**src/rtl/rotr_pkg.sv**
```systemverilog
package rotr_pkg;

   localparam int FN_W = 6;

   localparam logic [FN_W-1:0] FN_WORD_IMM   = 6'b000010;
   localparam logic [FN_W-1:0] FN_WORD_VAR   = 6'b000110;
   localparam logic [FN_W-1:0] FN_DWORD_IMM  = 6'b111010;
   localparam logic [FN_W-1:0] FN_DWORD_HI   = 6'b111110;
   localparam logic [FN_W-1:0] FN_DWORD_VAR  = 6'b010110;

   typedef enum logic [1:0] {
      ROT_NONE  = 2'd0,
      ROT_WORD  = 2'd1,
      ROT_DWORD = 2'd2
   } rot_kind_e;

endpackage

```
**src/rtl/rotr_decode.sv**
```systemverilog
module rotr_decode
   import rotr_pkg::*;
#(
   parameter int DATA_W = 64,
   localparam int HALF_W = DATA_W / 2,
   localparam int AMT_W  = $clog2(DATA_W),
   localparam int SHF_W  = $clog2(HALF_W)
) (
   input  logic [SHF_W-1:0] shf_fld,
   input  logic [SHF_W-1:0] sel_fld,
   input  logic [FN_W-1:0]  fn_fld,
   input  logic [AMT_W-1:0] amt_val,
   output rot_kind_e        kind,
   output logic [AMT_W-1:0] amount
);

   localparam logic [SHF_W-1:0] TAG_ONE = SHF_W'(1);

   logic imm_tag;
   logic var_tag;

   assign imm_tag = (sel_fld == TAG_ONE);
   assign var_tag = (shf_fld == TAG_ONE);

   always_comb begin
      kind   = ROT_NONE;
      amount = '0;
      case (fn_fld)
         FN_WORD_IMM: begin
            if (imm_tag) begin
               kind   = ROT_WORD;
               amount = {1'b0, shf_fld};
            end
         end
         FN_WORD_VAR: begin
            if (var_tag) begin
               kind   = ROT_WORD;
               amount = {1'b0, amt_val[AMT_W-2:0]};
            end
         end
         FN_DWORD_IMM: begin
            if (imm_tag) begin
               kind   = ROT_DWORD;
               amount = {1'b0, shf_fld};
            end
         end
         FN_DWORD_HI: begin
            if (imm_tag) begin
               kind   = ROT_DWORD;
               amount = {1'b1, shf_fld};
            end
         end
         FN_DWORD_VAR: begin
            if (var_tag) begin
               kind   = ROT_DWORD;
               amount = amt_val;
            end
         end
         default: begin
            kind   = ROT_NONE;
            amount = '0;
         end
      endcase
   end

endmodule

```
**src/rtl/rotr_core.sv**
```systemverilog
module rotr_core #(
   parameter int W     = 64,
   parameter int STYLE = 0,
   localparam int LW   = $clog2(W)
) (
   input  logic [W-1:0]  din,
   input  logic [LW-1:0] amt,
   output logic [W-1:0]  dout
);

   if (W < 4 || (W & (W - 1)) != 0) begin : g_chk_w
      $error("rotr_core: W must be a power of two of at least 4");
   end
   if (STYLE != 0 && STYLE != 1) begin : g_chk_style
      $error("rotr_core: STYLE must be 0 or 1");
   end

   if (STYLE == 0) begin : g_log
      logic [W-1:0] stg [0:LW];
      assign stg[0] = din;
      for (genvar s = 0; s < LW; s++) begin : g_stage
         localparam int SH = 1 << s;
         assign stg[s+1] = amt[s] ? {stg[s][SH-1:0], stg[s][W-1:SH]} : stg[s];
      end
      assign dout = stg[LW];
   end else begin : g_wide
      localparam int unsigned WU = W;
      logic [31:0] back;
      assign back = WU - 32'(amt);
      assign dout = (din >> amt) | (din << back);
   end

   always_comb begin
      AST_BITS_KEPT: assert ($countones(dout) == $countones(din));
   end

endmodule

```
**src/rtl/rotr_unit.sv**
```systemverilog
module rotr_unit
   import rotr_pkg::*;
#(
   parameter int DATA_W    = 64,
   parameter int REG_OUT   = 1,
   parameter int ROT_STYLE = 0,
   localparam int HALF_W   = DATA_W / 2,
   localparam int AMT_W    = $clog2(DATA_W),
   localparam int SHF_W    = $clog2(HALF_W)
) (
   input  logic              clk,
   input  logic              rst_n,
   input  logic [DATA_W-1:0] src_val,
   input  logic [AMT_W-1:0]  amt_val,
   input  logic [SHF_W-1:0]  shf_fld,
   input  logic [SHF_W-1:0]  sel_fld,
   input  logic [FN_W-1:0]   fn_fld,
   output logic [DATA_W-1:0] dst_val,
   output logic              bad_op
);

   if (DATA_W < 8 || (DATA_W & (DATA_W - 1)) != 0) begin : g_chk_w
      $error("rotr_unit: DATA_W must be a power of two of at least 8");
   end
   if (REG_OUT != 0 && REG_OUT != 1) begin : g_chk_reg
      $error("rotr_unit: REG_OUT must be 0 or 1");
   end

   rot_kind_e         dec_kind;
   logic [AMT_W-1:0]  dec_amt;
   logic [HALF_W-1:0] w_rot;
   logic [DATA_W-1:0] d_rot;
   logic [DATA_W-1:0] nxt_val;
   logic              nxt_bad;

   rotr_decode #(.DATA_W(DATA_W)) dec_i (
      .shf_fld (shf_fld),
      .sel_fld (sel_fld),
      .fn_fld  (fn_fld),
      .amt_val (amt_val),
      .kind    (dec_kind),
      .amount  (dec_amt)
   );

   rotr_core #(.W(HALF_W), .STYLE(ROT_STYLE)) word_i (
      .din  (src_val[HALF_W-1:0]),
      .amt  (dec_amt[AMT_W-2:0]),
      .dout (w_rot)
   );

   rotr_core #(.W(DATA_W), .STYLE(ROT_STYLE)) dword_i (
      .din  (src_val),
      .amt  (dec_amt),
      .dout (d_rot)
   );

   always_comb begin
      case (dec_kind)
         ROT_WORD:  nxt_val = {{HALF_W{w_rot[HALF_W-1]}}, w_rot};
         ROT_DWORD: nxt_val = d_rot;
         default:   nxt_val = '0;
      endcase
      nxt_bad = (dec_kind == ROT_NONE);
   end

   if (REG_OUT == 1) begin : g_reg
      always_ff @(posedge clk or negedge rst_n) begin
         if (!rst_n) begin
            dst_val <= '0;
            bad_op  <= 1'b0;
         end else begin
            dst_val <= nxt_val;
            bad_op  <= nxt_bad;
         end
      end

      AST_ILLEGAL_ZERO: assert property (@(posedge clk) disable iff (!rst_n)
         bad_op |-> (dst_val == '0));
      AST_LEGAL_CLEAR: assert property (@(posedge clk) disable iff (!rst_n)
         (dec_kind != ROT_NONE) |=> !bad_op);
      AST_ZERO_PASS: assert property (@(posedge clk) disable iff (!rst_n)
         (dec_kind == ROT_DWORD && dec_amt == '0) |=> (dst_val == $past(src_val)));
      AST_WORD_SEXT: assert property (@(posedge clk) disable iff (!rst_n)
         (dec_kind == ROT_WORD) |=> (dst_val[DATA_W-1:HALF_W] == {HALF_W{dst_val[HALF_W-1]}}));
   end else begin : g_comb
      assign dst_val = nxt_val;
      assign bad_op  = nxt_bad;
   end

endmodule

```
**config.mk**
```make
export PLATFORM = sky130hd
export DESIGN_NAME = rotr_unit
export DESIGN_NICKNAME = d
export VERILOG_FILES = /design/src/rtl/rotr_pkg.sv /design/src/rtl/rotr_decode.sv /design/src/rtl/rotr_core.sv /design/src/rtl/rotr_unit.sv
export SDC_FILE = /design/constraint.sdc
export NUM_CORES = 1
export LEC_CHECK = 0
export ABC_AREA = 1
export CORE_ASPECT_RATIO = 1.1
export CORE_UTILIZATION = 55
export DETAILED_ROUTE_END_ITERATION = 10
export PLACE_DENSITY = 0.83
export REMOVE_ABC_BUFFERS = 1
export SYNTH_ARGS = -nofsm -noshare
export SYNTH_HDL_FRONTEND = slang
export SYNTH_SLANG_ARGS = --single-unit
```
**constraint.sdc**
```tcl
create_clock -name clk -period 0.8 [get_ports clk]
set_input_delay 0.2 -clock clk [delete_from_list [all_inputs] [get_ports clk]]
set_output_delay 0.2 -clock clk [all_outputs]
set_load 0.01 [all_outputs]
```
==> summary.txt, run 1 <==
H-tree depth = 3
count leader, synth = nand3_1
Inserted Clock Buffers = 9
Initial Util = 56.4%
Die Span X = 121 um
Rows = 47
root buf cell = clkbuf_16
Syn Area/Cell = 5.71 um2
Ports = 153
Max clock buf depth = 2
Seq/Total Area, Yosys = 19.1%
CTS Sinks = 65
stage reached = global routing (5_1_grt)
pre-CTS WS = -2.11 ns
Log Error = [ERROR GRT-0116] Global routing finished with congestion. Check the congestion regions in the DRC Viewer.
dpl hpwl = 28.7 mm
synth unique cells = 30
leading area contributor after synthesis = nand3_1
Buffers on Ports = 152
largest net degree at the start of global routing = 66
GP Congestion = 1.06
synth top area cells = nand3_1, dfrtp_1, nand2_1, inv_1, nand3_2
post-synthesis async set-or-reset flop share = 100%
Post-synth top flop = dfrtp_1
top cell type's share of synthesized area = 39.7%
die height = 132 um
flops & latches, synth = 65
vias in the first global route = 14900
first-pass GRT wire length = 84.9 mm
GRT overflow = 12
Mapped Area = 8500 um2
number of synthesized flops with an enable pin = 0
Yosys warnings = 0
status = aborted with a tool error
commonest cells in the netlist = nand3_1, nand2_1, inv_1
Overall Global Routing Usage = 69.6%
synthesized instance count = 1487
## timing repair
item                                   CTS
pin swaps                               70
gates resized for setup                399
setup endpoints to repair              130
hold buffers                             1
cloned                                  15
setup buffers                           36
endpoints found under the hold margin   65
## routing by layer
layer  GRT overflow  global-route usage [%]
met4              7                    66.3
met1              0                    71.3
met5              0                    15.0
met3              0                    47.7
met2              5                    90.9
## per-stage QoR
| stage | TNS, ns | std cells | utilization (%) | instance area (um2) |
|---|---|---|---|---|
| floorplan | -218.28 | 1386 | - | 7910 |
| global placement | -135.77 | 1898 | 75.4 | 11400 |
| detailed placement | -147.47 | 1898 | 75.4 | 11400 |
| CTS | -109.41 | 1964 | 89.0 | 13400 |
## cell families after synthesis
logic type | synth area share (%)
simple gates | 66.3
compound gates | 0.589
flops | 19.1
buf+inv | 13.6
fa+ha+maj | 0.442
==> run 2, diff against run 1 <==
Settings changed: CORE_ASPECT_RATIO 1.1 to default, CORE_UTILIZATION 55 to 40, PLACE_DENSITY 0.83 to default, PLACE_DENSITY_LB_ADDON from default to 0.15.
==> summary.txt, run 2 <==
Yosys warnings = 0
commonest cells in the netlist = nand3_1, nand2_1, inv_1
DRC = 0
final net count = 1879
crit path max fanout = 6
CP max stage delay = 0.25 ns
Synth Area in Compound Gates = 0.589%
sequential share of power = 33.9%
commonest non-fill, non-tap cell in the layout = nand3_1
clk slew on worst S/H paths = 0.06 ns
H-tree depth = 3
vias in the first global route = 11300
post-route antenna net violation count = 0
count leader, synth = nand3_1
Syn Area/Cell = 5.71 um2
First-pass DRT Iterations = 5
Sw Share = 30.8%
flops & latches, synth = 65
WS Path Type = in -> reg
Hold Path Class = in -> async
RSZ-0062 raised after global routing = yes
failing checks = setup timing
Tmin final = 2.10 ns
Max clock buf depth = 2
Rows = 52
die height = 148 um
mux share of post-synthesis cell area = 0%
synth top area cells = nand3_1, dfrtp_1, nand2_1, inv_1, nand3_2
Max Transition Viols Final = 0
Leakage = 7.41 nW
worst setup path startpoint = shf_fld[1]
ratio of cells with drive above 1 in the final layout = 34.7%
drt via density = 5.76
f_max = 477 MHz
Seq/Total Area, Yosys = 19.1%
Slew headroom = 59.4%
internal power = 0.00672 W
endpoints failing setup = 130
first-pass GRT wire length = 62.0 mm
crit-path cells = buf_2 -> nor2_4 -> nand2_2 -> nor2_4 -> buf_6 -> nand4_1 -> nand2_2 -> clkinvlp_4 -> nand3_2 -> nand2_1 -> nand2_1 -> nand3_2 -> nand3_4 -> buf_12 -> clkbuf_16 -> nand3_2 -> nand2_1 -> inv_1
dpl hpwl = 28.9 mm
Initial Util = 41.3%
Area growth syn-to-layout = 58.3%
synthesized instance count = 1487
Ports = 153
CTS Sinks = 65
crit path launch type = primary input
max FFs per register = 64
final non-filler cell total = 2061
Post-synth top flop = dfrtp_1
Detailed Route WL = 40.3 mm
Synth Area in XOR/XNOR = 0%
top cell type's share of synthesized area = 39.7%
placed cell count = 1984
most frequent cells in the layout = nand3_1, nand2_1, nand3_2, buf_4, inv_1
utilization after layout = 65.5%
Mapped Area = 8500 um2
Hold Vio Cnt, Final = 0
Inserted Clock Buffers = 9
Max Cap Viol = 0
status = complete, but fails checks
Die Span X = 148 um
WP buf/inv = 6
CP required = 1.05 ns
largest family of logic cells by synthesized area = simple AND/OR/NAND/NOR gates
core area = 20600 um2
ant diodes = 0
Largest Register = dst_val
post-synthesis async set-or-reset flop share = 100%
Overall Global Routing Usage = 36.8%
largest net degree at the start of global routing = 46
number of synthesized flops with an enable pin = 0
cell area power density = 722 nW/um2
root buf cell = clkbuf_16
Slew @ Worst Pin = 0.604 ns
CTS tree = built
Tcrit/Tclk final = 262%
Slowest-stage cell, CP = clkinvlp_4
Worst setup EP type = flip-flop
GRT overflow = 0
top flop regs = dst_val x64, bad_op x1
die area = 21800 um2
Buffers on Ports = 152
Peak VDD IR = 0.828 mV
Clock Power Share = 42.2%
GP Congestion = 1.03
Psw = 0.00299 W
Setup WS post-layout = -1.30 ns
initial antenna violation count = 0
leading area contributor after synthesis = nand3_1
synth unique cells = 30
CP arrival = 2.34 ns
DR WL/cell = 19.6 um
delay-heaviest family, CP = simple AND/OR/NAND/NOR gates
Simple-Gate Fraction of Synth Area = 66.3%
initial DRC count = 995
Adder-Cell Fraction of Synth Area = 0.442%
Comb power frac = 24.0%
vias = 11900
[run 2: cell counts after synthesis]
Identical to the previous run, type by type.
[run 2: path summary, 6_finish.rpt]
check,cells past startpoint,to
max in group asynchronous,3,dst_val[41]
min in group clk,7,bad_op
worst max-delay path,18,dst_val[46]
worst min-delay path,3,dst_val[38]
[run 2: metrics by stage]
stage               power (W)  setup TNS [ns]  instance area [um2]  setup WS, ns  hold WS, ns
detailed placement    0.00538         -144.55                11400         -2.06        0.191
global route           0.0101         -104.87                13500         -1.40        0.401
CTS                   0.00970         -106.16                13300         -1.22        0.365
finish                0.00971          -95.92                13500         -1.30        0.357
floorplan             0.00431         -218.28                 7910         -3.55      -0.0956
global placement      0.00538         -142.28                11400         -2.02        0.189
[run 2: power by group through the flow]
stage	Sequential (W)	Combinational, W	Clock [W]
4_1_cts	0.00329	0.00222	0.00418
2_1_floorplan	0.00335	0.000962	0
3_3_place_gp	0.00335	0.00203	0
5_1_grt	0.00329	0.00251	0.00427
6_report	0.00329	0.00233	0.00410
3_5_place_dp	0.00335	0.00204	0
[run 2: what timing repair did]
item | 4_1_cts | 5_1_grt
resized for setup | 383 | 128
endpoints found under the setup margin | 130 | 155
hold endpoints to repair | 65 | 0
pin swaps | 36 | 8
hold buffers | 1 | 0
buffers inserted | 37 | 4
gates cloned | 18 | 3
[run 2: final cells by class]
| class | instances | area, um2 |
|---|---|---|
| sequential | 65 | 1630 |
| tap | 270 | 338 |
| clock inverter | 4 | 45.0 |
| fill | 1951 | 7100 |
| multi-input combinational | 1174 | 6860 |
| inverter | 151 | 578 |
| timing repair buffer | 387 | 3770 |
| clock buffer | 10 | 239 |
[run 2: per-layer routing]
| layer | share of wire (%) | GRT usage, % |
|---|---|---|
| met2 | 46 | 60.5 |
| met1 | 39 | 45.3 |
| met3 | 8.2 | 6.51 |
| met4 | 6.5 | 20.6 |
| met5 | 0 | 0 |
[run 2: logic make-up after synthesis]
group,Yosys count
and+or+nand+nor,1160
DFF,65
AOI/OAI and AO/OA,7
adders and majority gates,3
buffers and inverters,252
[run 2: worst min-delay path: stages]
cell and delay (ns):
dlygate4sd3_1 0.52, buf_2 0.13, buf_12 0.22
Note: power is estimated with default switching activity, not from simulation.
